$ cat config.mk
export PLATFORM = sky130hd
export DESIGN_NAME = vend_txn_ctrl
export DESIGN_NICKNAME = d
export VERILOG_FILES = /design/src/rtl/vend_pkg.sv /design/src/rtl/vend_admit.sv /design/src/rtl/vend_verify_timer.sv /design/src/rtl/vend_retry_counter.sv /design/src/rtl/vend_fsm.sv /design/src/rtl/vend_txn_ctrl.sv
export SDC_FILE = /design/constraint.sdc
export NUM_CORES = 1
export LEC_CHECK = 0
export BUFFER_PORTS_ARGS = -buffer_cell sky130_fd_sc_hd__clkbuf_2
export CAP_MARGIN = 25
export CORE_MARGIN = 4
export CORE_UTILIZATION = 40
export CTS_CLUSTER_DIAMETER = 30
export DETAILED_ROUTE_END_ITERATION = 10
export PLACE_DENSITY = 0.75
export SYNTH_ARGS = -nofsm -noshare
export SYNTH_HDL_FRONTEND = slang
export SYNTH_SLANG_ARGS = --single-unit
$ cat constraint.sdc
create_clock -name clk -period 4.1 [get_ports clk]
set_input_delay 0.205 -clock clk [delete_from_list [all_inputs] [get_ports clk]]
set_output_delay 0.205 -clock clk [all_outputs]
set_load 0.01 [all_outputs]
$ cat src/rtl/vend_pkg.sv
// Package: state encoding shared by the vending transaction controller.
// One-hot encoding; each output of the top is a state bit, so outputs are
// taken directly from flops.
package vend_pkg;

    localparam int ST_W    = 7;
    localparam int B_IDLE  = 0;
    localparam int B_ACT   = 1;
    localparam int B_WAIT  = 2;
    localparam int B_VER   = 3;
    localparam int B_RETRY = 4;
    localparam int B_OK    = 5;
    localparam int B_REF   = 6;

    typedef enum logic [ST_W-1:0] {
        ST_IDLE  = 7'b0000001,
        ST_ACT   = 7'b0000010,
        ST_WAIT  = 7'b0000100,
        ST_VER   = 7'b0001000,
        ST_RETRY = 7'b0010000,
        ST_OK    = 7'b0100000,
        ST_REF   = 7'b1000000
    } vend_state_t;

endpackage

$ cat src/rtl/vend_admit.sv
// Module: vend_admit
// Decides whether a request may be served: credit covers price and stock
// is nonzero. Purely combinational; assumes unsigned operands.
module vend_admit #(
    parameter int CREDIT_W = 8,
    parameter int STOCK_W  = 8
) (
    input  logic [CREDIT_W-1:0] credit,
    input  logic [CREDIT_W-1:0] price,
    input  logic [STOCK_W-1:0]  stock,
    output logic                admit_ok
);

    // Eligibility: enough money and at least one item on the shelf.
    always_comb begin
        admit_ok = (credit >= price) && (stock != '0);
    end

endmodule

$ cat src/rtl/vend_verify_timer.sv
// Module: vend_verify_timer
// Counts cycles spent in the verification window. Cleared whenever the
// window is closed; expired is high in the last allowed window cycle.
// Assumes VERIFY_TO >= 1.
module vend_verify_timer #(
    parameter int VERIFY_TO = 16
) (
    input  logic clk,
    input  logic rst_n,
    input  logic run,
    output logic expired
);

    localparam int TW = (VERIFY_TO > 1) ? $clog2(VERIFY_TO) : 1;
    localparam logic [TW-1:0] LAST = TW'(VERIFY_TO - 1);

    logic [TW-1:0] cnt;

    // Window cycle counter, held at zero outside the window.
    always_ff @(posedge clk) begin
        if (!rst_n || !run) begin
            cnt <= '0;
        end else if (cnt != LAST) begin
            cnt <= cnt + 1'b1;
        end
    end

    // Expiry flag for the final window cycle.
    always_comb begin
        expired = run && (cnt == LAST);
    end

endmodule

$ cat src/rtl/vend_retry_counter.sv
// Module: vend_retry_counter
// Counts retries taken within one transaction; exhausted once MAX_RETRY
// retries have been made. Cleared while the controller is idle.
module vend_retry_counter #(
    parameter int MAX_RETRY = 2
) (
    input  logic clk,
    input  logic rst_n,
    input  logic clear,
    input  logic inc,
    output logic exhausted
);

    localparam int RW = (MAX_RETRY > 0) ? $clog2(MAX_RETRY + 1) : 1;
    localparam logic [RW-1:0] LIMIT = RW'(MAX_RETRY);

    logic [RW-1:0] cnt;

    // Retry tally, saturating at the limit.
    always_ff @(posedge clk) begin
        if (!rst_n || clear) begin
            cnt <= '0;
        end else if (inc && cnt != LIMIT) begin
            cnt <= cnt + 1'b1;
        end
    end

    // Limit reached: no further retry allowed.
    always_comb begin
        exhausted = (cnt >= LIMIT);
    end

endmodule

$ cat src/rtl/vend_fsm.sv
// Module: vend_fsm
// One-hot transaction state machine: idle, actuate, wait for actuator,
// verify, retry, success, refund. Assumes the helper flags come from the
// admit check, window timer and retry counter.
module vend_fsm
    import vend_pkg::*;
(
    input  logic        clk,
    input  logic        rst_n,
    input  logic        sel_req,
    input  logic        admit_ok,
    input  logic        act_done,
    input  logic        verify_ok,
    input  logic        verify_fail,
    input  logic        win_expired,
    input  logic        retry_spent,
    output vend_state_t state
);

    vend_state_t nxt;

    // Next-state selection.
    always_comb begin
        nxt = state;
        case (state)
            ST_IDLE:  if (sel_req && admit_ok) nxt = ST_ACT;
            ST_ACT:   nxt = ST_WAIT;
            ST_WAIT:  if (act_done) nxt = ST_VER;
            ST_VER: begin
                if (verify_ok) begin
                    nxt = ST_OK;
                end else if (verify_fail || win_expired) begin
                    nxt = retry_spent ? ST_REF : ST_RETRY;
                end
            end
            ST_RETRY: nxt = ST_ACT;
            ST_OK:    nxt = ST_IDLE;
            ST_REF:   nxt = ST_IDLE;
            default:  nxt = ST_IDLE;
        endcase
    end

    // State register.
    always_ff @(posedge clk) begin
        if (!rst_n) begin
            state <= ST_IDLE;
        end else begin
            state <= nxt;
        end
    end

endmodule

$ cat src/rtl/vend_txn_ctrl.sv
// Module: vend_txn_ctrl (top)
// Runs a single vending transaction with bounded verification, limited
// retries and refund on final failure. All outputs are decoded from state
// flops only (Moore). Assumes inputs are synchronous to clk.
module vend_txn_ctrl
    import vend_pkg::*;
#(
    parameter int CREDIT_W  = 8,
    parameter int STOCK_W   = 8,
    parameter int VERIFY_TO = 16,
    parameter int MAX_RETRY = 2
) (
    input  logic                clk,
    input  logic                rst_n,
    input  logic                sel_req,
    input  logic [CREDIT_W-1:0] credit,
    input  logic [CREDIT_W-1:0] price,
    input  logic [STOCK_W-1:0]  stock,
    input  logic                act_done,
    input  logic                verify_ok,
    input  logic                verify_fail,
    output logic                act_start,
    output logic                stock_dec,
    output logic                notify,
    output logic                refund_req,
    output logic                txn_done,
    output logic                busy
);

    vend_state_t state;
    logic        admit_ok;
    logic        win_expired;
    logic        retry_spent;

    vend_admit #(
        .CREDIT_W (CREDIT_W),
        .STOCK_W  (STOCK_W)
    ) u_admit (
        .credit   (credit),
        .price    (price),
        .stock    (stock),
        .admit_ok (admit_ok)
    );

    vend_verify_timer #(
        .VERIFY_TO (VERIFY_TO)
    ) u_timer (
        .clk     (clk),
        .rst_n   (rst_n),
        .run     (state[B_VER]),
        .expired (win_expired)
    );

    vend_retry_counter #(
        .MAX_RETRY (MAX_RETRY)
    ) u_retry (
        .clk       (clk),
        .rst_n     (rst_n),
        .clear     (state[B_IDLE]),
        .inc       (state[B_RETRY]),
        .exhausted (retry_spent)
    );

    vend_fsm u_fsm (
        .clk         (clk),
        .rst_n       (rst_n),
        .sel_req     (sel_req),
        .admit_ok    (admit_ok),
        .act_done    (act_done),
        .verify_ok   (verify_ok),
        .verify_fail (verify_fail),
        .win_expired (win_expired),
        .retry_spent (retry_spent),
        .state       (state)
    );

    // Moore output decode straight from state flops.
    always_comb begin
        act_start  = state[B_ACT];
        stock_dec  = state[B_OK];
        notify     = state[B_OK];
        refund_req = state[B_REF];
        txn_done   = state[B_OK] | state[B_REF];
        busy       = ~state[B_IDLE];
    end

endmodule

==> impl_metrics.csv <==
group,metric,value,unit
cts,numCtsBuffers,3,
cells_and_area,final_cells,164,
outcome,status,"completed",
cts,post_cts.resized_instances,0,
cts,clock_insertion_delay_worst_skew,280,ps
sta,grt_setup_unrepaired,"false",
grt,grt_overflow,0,
cts,setup_repair_bufs_after_cts,0,
synth,synth_cell_type_count,35,
flow_run,maxCapViolCount,0,
synth,synth_area_leader_cell,"sky130_fd_sc_hd__dfxtp_1",
synth,primary_flip_flop_cell_chosen_by_synthesis_mapping,"sky130_fd_sc_hd__dfxtp_1",
setup_path,cp-start-kind,"register",
synth,synthCells,100,
cells_and_area,relative_area_change_from_synthesis_to_final_layout,26.68,%
sta,finalClockSkew,1.634,ps
floorplanning,die-area,2896,um2
synth,share_of_the_synthesized_area_in_compound_gates_ao_oa_aoi_oai,11.92,%
cells_and_area,filler_cell_count,198,
placement,placed_cells,160,
grt,grt_first_pass_wirelength,3325,um
setup_path,worstSetupEndpointType,"register",
drt,drt-vias-per-instance,5.067,
sta,worstMarginPinSlew,269.0,ps
synth,mappedNetlistNets,140,
sta,timing_max_transition_violations_final,0,
setup_path,critical_path_arrival,1860,ps
min_path,worst_min_delay_path_class,"in2reg",
synth,post_synth_and_or_nand_nor_area_fraction,31.00,%
power,power-per-cell-area,318.9,nW/um2
synth,synthesis.area,839.6,um2
drt,drt_pre_antenna_iters,2,
cells_and_area,postLayoutCellArea,1064,um2
floorplanning,core-area,1982,um2
sta,setup_total_negative_slack,0,ps
synth,asyncSetResetFlopFracSynth,0,%
power,relative_contribution_of_combinational_cells_to_total_power,32.1,%
synth,avg_synthesized_cell_area,8.396,um2
power,power_leakage,0.0005182,uW
cts,cts-hold-fix-buffers,0,
sta,maxSlewHeadroom,81.82,%
placement,detailed_place.area,1037,um2
power,sequentialPowerShare,44.2,%
floorplanning,fp.dieH,53.82,um
synth,synth.yosys.seq_area_share,31.00,%
synth,synthAdderAreaFrac,14.90,%
power,worst_ir_drop_vdd,0.0002740,V
synth,yosys-mux-area-fraction,1.192,%
drt,wire_per_inst,12.77,um
drt,wirelength,2095,um
grt,grt_antenna_before_repair,0,
cts,worst_setup_hold_path_clk_slew,80,ps
power,clock_network_power_share,23.7,%
placement,place.detailed.hpwl,1743,um
synth,synth.cells.most_frequent,"sky130_fd_sc_hd__dfxtp_1 (13), sky130_fd_sc_hd__ha_1 (10), sky130_fd_sc_hd__inv_1 (10), sky130_fd_sc_hd__nor2_1 (10), sky130_fd_sc_hd__nand2_1 (9)",
drt,drc,0,
cells_and_area,fin_nets,178,
setup_path,start_to_end_type_of_the_worst_setup_path,"reg2reg",
synth,synth_top_family_by_area,"simple AND/OR/NAND/NOR gates",
cells_and_area,final_core_utilization,53.66,%
synth,yosysMostFrequentCell,"sky130_fd_sc_hd__dfxtp_1",
drt,drt-initial-drc-count,7,
cells_and_area,antenna_cells,0,
sta,setup-violations-final,0,
placement,gp_congestion,0.8343,
placement,place_ws,2380,ps
cells_and_area,drive_gt1_share,33.58,%
synth,yosys-top-cells-area,"sky130_fd_sc_hd__dfxtp_1 (31%), sky130_fd_sc_hd__ha_1 (15%), sky130_fd_sc_hd__inv_1 (4.5%), sky130_fd_sc_hd__nor2_1 (4.5%), sky130_fd_sc_hd__nand2_1 (4.0%)",
power,power.internal,229.0,uW
power,switching_share,32.46,%
power,netSwitchingPower,110.1,uW
drt,antenna_left,0,
grt,grt_pass1_vias,835,
cts,tritoncts,"built",
placement,number_of_buffer_cells_added_on_primary_ports,35,
drt,routed-via-count,831,
grt,grt_max_degree,9,
synth,synth-edff-count,0,
floorplanning,pin_count,36,
cts,ctsLongestPathBuffers,2,
setup_path,cp_max_fo,6,
floorplanning,floorplan.initialDensity,42.36,%
synth,synth_top_area_share,31.00,%
sta,layout_min_cycle_time,1631,ps
cts,cts-htree-levels,1,
cts,clockRootBuffer,"sky130_fd_sc_hd__clkbuf_4",
grt,globalRouteTotalUtil,15.73,%
synth,synth_xor_xnor_area_share,4.173,%
floorplanning,chipWidth,53.82,um
setup_path,critical_path_required,4330,ps
synth,synthesis_stage_register_bit_count,13,
synth,yosys_synthesis_warning_count,0,
sta,setup_slack,2469,ps
floorplanning,number_of_placement_rows,16,
sta,hold_viol_final,0,
sta,max_clock_freq,613.3,MHz
cts,clock_sink_count,13,
sta,post-route-period-util,39.77,%
[metrics by stage]
step | total power [uW] | hold WS (ps)
after floorplan | 220.5 | 276.1
after global placement | 254.5 | 432.0
after detailed placement | 260.3 | 443.4
after CTS | 342.7 | 139.1
after global routing | 364.5 | 150.6
final | 339.1 | 151.1
[power by group through the flow]
stage | Clock, uW | Combinational [uW] | Sequential (uW)
2_1_floorplan | 0 | 70.9 | 150
6_report | 80.4 | 109 | 150
3_3_place_gp | 0 | 102 | 152
4_1_cts | 83.7 | 109 | 150
3_5_place_dp | 0 | 108 | 152
5_1_grt | 89.7 | 123 | 152
[critical path, cell delays in order, from the launching register on]
cell and delay, ps:
sky130_fd_sc_hd__dfxtp_1 380, sky130_fd_sc_hd__or4_4 560, sky130_fd_sc_hd__nor2_1 140, sky130_fd_sc_hd__a21boi_2 240
sky130_fd_sc_hd__and2_1 150, sky130_fd_sc_hd__o21a_1 110
[layer usage]
metal | global-route usage, % | vias to the layer above | routed length [um]
met2 | 30.44 | 35 | 1024
li1 | - | 426 | -
met3 | 4.986 | 2 | 198
met1 | 15.27 | 368 | 864
met5 | 0 | - | 0
met4 | 5.532 | 0 | 8
[final timing paths]
| check | from | endpoint | slack [ps] | cells past startpoint |
|---|---|---|---|---|
| setup / recovery | u_fsm.state[4] | u_fsm.state[2] | 2470 | 5 |
| hold / removal | verify_ok | u_fsm.state[6] | 150 | 2 |
| hold reg to reg | u_retry.cnt[1] | u_fsm.state[4] | 510 | 1 |
| setup reg to reg | u_fsm.state[4] | u_fsm.state[2] | 2470 | 5 |
[layout make-up]
cell class              count  area (um2)  share of cell area (%)
well taps                  27       33.78                   3.176
multi-input cells          75       530.5                   49.88
inverters                  10       37.54                   3.529
clock buffers               4       26.28                   2.471
flip-flops and latches     13       260.3                   24.47
repair buffers             35       175.2                   16.47
[flip-flops by register name (all words and copies together) (netlist names)]
| signal | cells |
|---|---|
| u_retry.cnt | 2 |
| u_fsm.state | 7 |
| u_timer.cnt | 4 |
[cells in the final DEF (no fill, tap or decap), types with 5 or more instances in the layout]
master and n:
sky130_fd_sc_hd__clkbuf_2 35, sky130_fd_sc_hd__dfxtp_1 13, sky130_fd_sc_hd__inv_1 10, sky130_fd_sc_hd__nor2_1 10
sky130_fd_sc_hd__ha_1 10, sky130_fd_sc_hd__nand2_1 9, sky130_fd_sc_hd__a21oi_1 5
[logic make-up after synthesis]
| group | Yosys count |
|---|---|
| buffers and inverters | 12 |
| AO/OA/AOI/OAI | 15 |
| XOR/XNOR | 4 |
| AND/OR/NAND/NOR | 45 |
| adder cells (fa/ha/maj) | 10 |
| multiplexers | 1 |
| flip-flops | 13 |
No activity file was read; power rests on OpenSTA's default activity.
